**config.mk**
```make
export PLATFORM = sky130hd
export DESIGN_NAME = rx_ring_writer
export DESIGN_NICKNAME = d
export VERILOG_FILES = /design/src/rtl/rxr_pkg.sv /design/src/rtl/rxr_space.sv /design/src/rtl/rxr_filter.sv /design/src/rtl/rx_ring_writer.sv
export SDC_FILE = /design/constraint.sdc
export NUM_CORES = 1
export LEC_CHECK = 0
export ABC_AREA = 1
export BUFFER_PORTS_ARGS = -buffer_cell sky130_fd_sc_hd__buf_4
export CORE_MARGIN = 3
export CORE_UTILIZATION = 40
export CTS_CLUSTER_DIAMETER = 30
export CTS_CLUSTER_SIZE = 40
export DETAILED_ROUTE_END_ITERATION = 8
export GPL_ROUTABILITY_DRIVEN = 0
export GPL_TIMING_DRIVEN = 0
export PLACE_DENSITY = 0.62
export SLEW_MARGIN = 20
export SYNTH_ARGS = -nofsm -noshare
export SYNTH_HDL_FRONTEND = slang
export SYNTH_SLANG_ARGS = --single-unit
```
**constraint.sdc**
```tcl
create_clock -name clk -period 11.2 [get_ports clk]
set_input_delay 2.24 -clock clk [delete_from_list [all_inputs] [get_ports clk]]
set_output_delay 2.24 -clock clk [all_outputs]
set_load 0.02 [all_outputs]
```
**src/rtl/rxr_pkg.sv**
```systemverilog
package rxr_pkg;
  typedef enum logic [2:0] {
    S_IDLE, S_COLLECT, S_FLUSH, S_STREAM, S_PAD, S_HDR, S_DROP
  } rx_state_t;

  localparam int CFG_ALL   = 4;
  localparam int CFG_BCAST = 2;
  localparam int CFG_MCAST = 3;

  localparam logic [7:0] STAT_OK    = 8'h01;
  localparam logic [7:0] STAT_GROUP = 8'h20;

  localparam int DA_BYTES  = 6;
  localparam int HDR_BYTES = 4;
endpackage

```
**src/rtl/rxr_space.sv**
```systemverilog
module rxr_space #(
  parameter int PG_W       = 8,
  parameter int MAX_FRAME  = 1514,
  parameter int MEM_END_PG = 128
) (
  input  logic [PG_W-1:0] start_pg,
  input  logic [PG_W-1:0] stop_pg,
  input  logic [PG_W-1:0] bnd_pg,
  input  logic [PG_W-1:0] cur_pg,
  output logic            room_ok,
  output logic [PG_W-1:0] base_pg
);
  localparam int SW      = PG_W + 2;
  localparam int NEED_PG = (MAX_FRAME + 4 + 255) / 256;
  localparam logic [PG_W-1:0] END_PG = PG_W'(MEM_END_PG);

  logic signed [SW-1:0] ring_w, free_w;

  always_comb begin
    ring_w = $signed({2'b00, stop_pg}) - $signed({2'b00, start_pg});
    if (cur_pg < bnd_pg)
      free_w = $signed({2'b00, bnd_pg}) - $signed({2'b00, cur_pg});
    else
      free_w = ring_w - ($signed({2'b00, cur_pg}) - $signed({2'b00, bnd_pg}));
    room_ok = (stop_pg > start_pg) && (free_w >= $signed(SW'(NEED_PG)));
    base_pg = (cur_pg >= END_PG) ? start_pg : cur_pg;
  end
endmodule

```
**src/rtl/rxr_filter.sv**
```systemverilog
module rxr_filter
  import rxr_pkg::*;
(
  input  logic [7:0]  rx_cfg,
  input  logic [47:0] dest,
  input  logic [47:0] station,
  input  logic [63:0] mc_table,
  input  logic [5:0]  mc_hash,
  output logic        pass,
  output logic        group
);
  logic bcast;

  always_comb begin
    bcast = &dest;
    group = dest[0];
    if (rx_cfg[CFG_ALL])
      pass = 1'b1;
    else if (bcast)
      pass = rx_cfg[CFG_BCAST];
    else if (group)
      pass = rx_cfg[CFG_MCAST] && mc_table[mc_hash];
    else
      pass = (dest == station);
  end
endmodule

```
**src/rtl/rx_ring_writer.sv**
```systemverilog
module rx_ring_writer
  import rxr_pkg::*;
#(
  parameter int PG_W       = 8,
  parameter int MEM_END_PG = 128,
  parameter int MAX_FRAME  = 1514,
  parameter int MIN_FRAME  = 60,
  parameter int LEN_W      = 16
) (
  input  logic            clk,
  input  logic            rst_n,
  input  logic            run,
  input  logic [7:0]      rx_cfg,
  input  logic [47:0]     station_addr,
  input  logic [63:0]     mc_table,
  input  logic [5:0]      mc_hash,
  input  logic [PG_W-1:0] start_pg,
  input  logic [PG_W-1:0] stop_pg,
  input  logic [PG_W-1:0] bnd_pg,
  input  logic [PG_W-1:0] cur_pg,
  input  logic            in_valid,
  output logic            in_ready,
  input  logic [7:0]      in_data,
  input  logic            in_last,
  output logic            ram_we,
  output logic [PG_W+7:0] ram_addr,
  output logic [7:0]      ram_wdata,
  output logic            rx_done,
  output logic [PG_W-1:0] cur_next
);
  localparam int AW = PG_W + 8;

  rx_state_t       st_q;
  logic [PG_W-1:0] base_q, nxt_q, cnext_q;
  logic [AW-1:0]   wr_q;
  logic [LEN_W-1:0] len_q;
  logic [47:0]     da_q;
  logic [2:0]      k_q;
  logic            grp_q, fin_q, done_q;

  logic            room_ok, pass_w, grp_w;
  logic [PG_W-1:0] base_w;
  logic [LEN_W-1:0] tot_w, span_w;
  logic [AW-1:0]   np_w;

  rxr_space #(.PG_W(PG_W), .MAX_FRAME(MAX_FRAME), .MEM_END_PG(MEM_END_PG)) u_space (
    .start_pg(start_pg), .stop_pg(stop_pg), .bnd_pg(bnd_pg), .cur_pg(cur_pg),
    .room_ok(room_ok), .base_pg(base_w)
  );

  rxr_filter u_filt (
    .rx_cfg(rx_cfg), .dest({in_data, da_q[39:0]}), .station(station_addr),
    .mc_table(mc_table), .mc_hash(mc_hash), .pass(pass_w), .group(grp_w)
  );

  function automatic logic [AW-1:0] step(input logic [AW-1:0] a);
    logic [AW-1:0] n;
    n = a + AW'(1);
    if (n == {stop_pg, 8'h00}) n = {start_pg, 8'h00};
    return n;
  endfunction

  // stored length, page span and next page
  always_comb begin
    tot_w  = len_q + LEN_W'(HDR_BYTES);
    span_w = tot_w + LEN_W'(HDR_BYTES + 255);
    np_w   = AW'(base_q) + AW'(span_w >> 8);
    if (np_w >= AW'(stop_pg)) np_w = np_w - AW'(stop_pg - start_pg);
  end

  always_comb begin
    in_ready  = 1'b0;
    ram_we    = 1'b0;
    ram_addr  = wr_q;
    ram_wdata = in_data;
    case (st_q)
      S_IDLE, S_COLLECT, S_DROP: in_ready = 1'b1;
      S_FLUSH: begin
        ram_we    = 1'b1;
        ram_wdata = da_q[{k_q, 3'b000} +: 8];
      end
      S_STREAM: begin
        in_ready = 1'b1;
        ram_we   = in_valid;
      end
      S_PAD: begin
        ram_we    = (len_q < LEN_W'(MIN_FRAME));
        ram_wdata = 8'h00;
      end
      S_HDR: begin
        ram_we   = 1'b1;
        ram_addr = {base_q, 6'b000000, k_q[1:0]};
        case (k_q[1:0])
          2'd0:    ram_wdata = STAT_OK | (grp_q ? STAT_GROUP : 8'h00);
          2'd1:    ram_wdata = 8'(nxt_q);
          2'd2:    ram_wdata = tot_w[7:0];
          default: ram_wdata = 8'(tot_w >> 8);
        endcase
      end
      default: ;
    endcase
  end

  always_ff @(posedge clk) begin
    if (!rst_n) begin
      st_q    <= S_IDLE;
      base_q  <= '0;
      nxt_q   <= '0;
      cnext_q <= '0;
      wr_q    <= '0;
      len_q   <= '0;
      da_q    <= '0;
      k_q     <= '0;
      grp_q   <= 1'b0;
      fin_q   <= 1'b0;
      done_q  <= 1'b0;
    end else begin
      done_q <= 1'b0;
      case (st_q)
        S_IDLE: if (in_valid) begin
          if (!(run && room_ok)) begin
            st_q <= in_last ? S_IDLE : S_DROP;
          end else begin
            da_q[7:0] <= in_data;
            len_q     <= LEN_W'(1);
            base_q    <= base_w;
            wr_q      <= {base_w, 8'(HDR_BYTES)};
            st_q      <= in_last ? S_IDLE : S_COLLECT;
          end
        end
        S_COLLECT: if (in_valid) begin
          da_q[{len_q[2:0], 3'b000} +: 8] <= in_data;
          len_q <= len_q + LEN_W'(1);
          if (len_q == LEN_W'(DA_BYTES - 1)) begin
            if (pass_w) begin
              grp_q <= grp_w;
              fin_q <= in_last;
              k_q   <= '0;
              st_q  <= S_FLUSH;
            end else begin
              st_q <= in_last ? S_IDLE : S_DROP;
            end
          end else if (in_last) begin
            st_q <= S_IDLE;
          end
        end
        S_FLUSH: begin
          wr_q <= step(wr_q);
          if (k_q == 3'(DA_BYTES - 1)) begin
            k_q  <= '0;
            st_q <= fin_q ? S_PAD : S_STREAM;
          end else begin
            k_q <= k_q + 3'd1;
          end
        end
        S_STREAM: if (in_valid) begin
          wr_q  <= step(wr_q);
          len_q <= len_q + LEN_W'(1);
          if (in_last) st_q <= S_PAD;
        end
        S_PAD: begin
          if (len_q < LEN_W'(MIN_FRAME)) begin
            wr_q  <= step(wr_q);
            len_q <= len_q + LEN_W'(1);
          end else begin
            nxt_q <= np_w[PG_W-1:0];
            k_q   <= '0;
            st_q  <= S_HDR;
          end
        end
        S_HDR: begin
          k_q <= k_q + 3'd1;
          if (k_q == 3'(HDR_BYTES - 1)) begin
            done_q  <= 1'b1;
            cnext_q <= nxt_q;
            st_q    <= S_IDLE;
          end
        end
        S_DROP: if (in_valid && in_last) st_q <= S_IDLE;
        default: st_q <= S_IDLE;
      endcase
    end
  end

  assign rx_done  = done_q;
  assign cur_next = cnext_q;
endmodule

```
==> metrics.txt <==
cts bufs inserted=17; ant diodes=0; PwrDens=approximately 200 nW/um^2; Setup Skew=between 10 and 15 ps; mapped cell area=11000 sq um; DRT Pass-1 Iters=7; most frequent cell on the critical path=nand2_1; I/O pins=between 200 and 250; Port-buffer cells=between 150 and 200; CTS tree=built; total number of vias=approximately 13k; sequential power share=0.210; worst-path maximum fanout=10; internal power=about 1.4 mW; Setup violations, final=0; global route overflow=0; Clk Latency, worst-skew pair=about 430 ps; Netlist cell types=56; Total Nets Final=2287; Total GRT Usage=0.266; Clock Root Buffer=clkbuf_16; Net Switching=1.32 mW; Core ar.=~27000 sq um; RSZ-0062 raised after global routing=no; final hold viol count=0; layout cell share with drive strength beyond 1=0.146; top-area cell type share of the netlist area=0.205; Syn Inst Count=about 1.8k; crit end category=register; number of enable flip-flop cells after synthesis=0; slew of the pin with the lowest slew margin=839 ps; clock slew at reported path FFs=approximately 50 ps; Tcrit/Tclk final=0.514; Final TNS setup=0 ps; initial antenna violation count=0; CTS-repair resized insts=0; Synth area leaders=dfxtp_1 (20%), nand2_1 (15%), ha_1 (8.2%), inv_1 (8.1%), a21oi_1 (7.3%); Mapped Nets=roughly 2.1k; min Tclk post-route=5760 ps; Yosys warning count=0; DR WL/cell=approximately 17 microns; placed wire-length estimate=approximately 33 mm; Die X=roughly 170 microns; crit-path max cell delay=about 470 ps; combinational share of power=0.576; DRC viols=0; crit path buf inv count=3; slowest CP cell=o21ai_0; routed vias/inst=5.42; Critical Path AT=just over 6000 ps; H-tree Lvls=4; Synth Register Bits=roughly 110; Post-synth ARST share=0; height of the die=between 150 and 200 microns; Crit Path Category=input pin to register; dominant cell type by area after synthesis=dfxtp_1; fmax=approximately 170 MHz; HP Class=register to register; Sinks on Clock Net=roughly 110; final wirelength=41.1 mm; total power=about 2.7 mW; cell breakdown of the critical path=buf_4 -> inv_1 -> ha_1 -> fa_1 -> o21ai_0 -> nand2_1 -> nand2_1 -> xor2_1 -> ha_1 -> a21oi_1 -> a21boi_1 -> nand3b_1 -> nand2_1 -> nand3b_1 -> o21ai_1 -> nand2_1 -> nand2_2 -> nand2_4 -> nand3_2 -> buf_4 -> nand2_1 -> a21oi_1; Max-Cap Viols=0; CP delay by family, top=compound AO/OA/AOI/OAI gates; Site Rows=60; Startpoint Class=input pin; Post-CTS Hold Buffers=0; largest net degree at the start of global routing=17; Layout Area Growth over Synthesis=22.8%; leakage power=around 6.6 nW; clk buf depth=2; Starting Density=0.409; Clock power frac=0.213; Sw Ratio=0.487; run status=finished, final reports clean; Crit path required time=11530 ps; max_slew headroom=0.438; Setup Buffers After CTS=0; sequential area share after synthesis=0.205; syn_area_per_cell=about 6.1 sq um; initial DRC count=approximately 1.2k; vias in the first global route=11.7k; overall die area=between 20000 and 30000 sq um; Slew Limit Fails=0; Post-synth top flop=dfxtp_1; maximum vdd drop=0.155 mV; ANT nets after route=0; first-pass GRT wire length=62.1 mm
==> layer usage <==
layer | share of wire | track usage
met5 | 0 | 0
met4 | 0.030 | 0.0802
met3 | 0.089 | 0.0492
met2 | 0.44 | 0.436
met1 | 0.44 | 0.357
==> stage by stage <==
| step | util | area [sq um] | hold WS (ps) | worst slack (ps) | cells |
|---|---|---|---|---|---|
| after global placement | 0.479 | 12900 | 447 | 5120 | 2354 |
| after global routing | 0.502 | 13600 | 472 | 5240 | 2386 |
| after CTS | 0.502 | 13600 | 460 | 5540 | 2386 |
| after floorplan | - | 11000 | 430 | 6020 | 1817 |
| after detailed placement | 0.479 | 12900 | 452 | 5120 | 2354 |
| final | 0.502 | 13600 | 462 | 5440 | 2386 |
==> synth_stat cells (all sizes together), types with 8 or more instances <==
cell type and instances:
a21oi 163, buf 26, clkbuf 33, dfxtp 113, fa 12, ha 72
inv 244, nand2 443, nand3 152, nand3b 8, nand4 32, nor2 197
nor3 29, nor4 12, o211ai 11, o21ai 150, o22ai 10, or2 8
xnor2 10, xor2 51
==> registers in the layout, summed over array words and instances (netlist names) <==
register,cells
fin_q,1
wr_q,16
da_q,48
st_q,3
cur_next,8
nxt_q,8
grp_q,1
rx_done,1
k_q,3
base_q,8
len_q,16
==> power by group through the flow <==
stage,logic [mW],registers (mW),clock network (mW)
after detailed placement,1.53,0.576,0
after floorplan,1.08,0.546,0
final,1.57,0.571,0.580
after global placement,1.52,0.575,0
after global routing,1.75,0.579,0.604
after CTS,1.55,0.568,0.585
==> worst min-delay path, cell delays in order, from the launching register on <==
cell	delay (ps)
dfxtp_1	290
inv_1	60
a21oi_1	60
==> logic make-up after synthesis <==
logic type / count (synthesis) / share of synthesized area
buffers and inverters: 309 / 0.109
AOI/OAI and AO/OA: 367 / 0.180
DFF: 113 / 0.205
xor gates and xnor gates: 61 / 0.0491
adders and majority gates: 84 / 0.103
and+or+nand+nor: 883 / 0.353
==> cells in the final DEF (no fill, tap or decap), types with 4 or more instances in the layout <==
cell	instances
a211oi_1	5
a21oi_1	161
buf_1	4
buf_2	18
buf_4	199
bufinv_16	4
clkbuf_1	35
clkbuf_16	17
clkinv_1	5
clkinv_4	4
dfxtp_1	113
fa_1	12
ha_1	72
inv_1	238
inv_2	6
nand2_1	437
nand2_2	4
nand3_1	143
nand3_2	8
nand3b_1	8
nand4_1	32
nor2_1	189
nor3_1	22
nor3_2	5
nor4_1	11
o2111ai_1	5
o211ai_1	11
o21ai_0	137
o21ai_1	12
o221ai_1	5
o22ai_1	10
or2_2	7
xnor2_1	10
xor2_1	50
==> worst paths after layout <==
path	startpoint	end	slack [ps]	cells after the start
setup reg to reg	len_q[2]	nxt_q[7]	5790	30
setup / recovery	cur_pg[0]	wr_q[2]	5440	22
hold reg to reg	da_q[41]	da_q[41]	460	2
hold / removal	da_q[41]	da_q[41]	460	2
==> area by class of cell <==
class	instances	area, sq um
Fill cell	2883	13500
Sequential cell	113	2260
Multi-Input combinational cell	1395	7580
Timing Repair Buffer	196	1470
Tap cell	341	427
Buffer	59	263
Clock inverter	13	188
Inverter	250	940
Clock buffer	19	433
No activity file was read; power rests on OpenSTA's default activity.
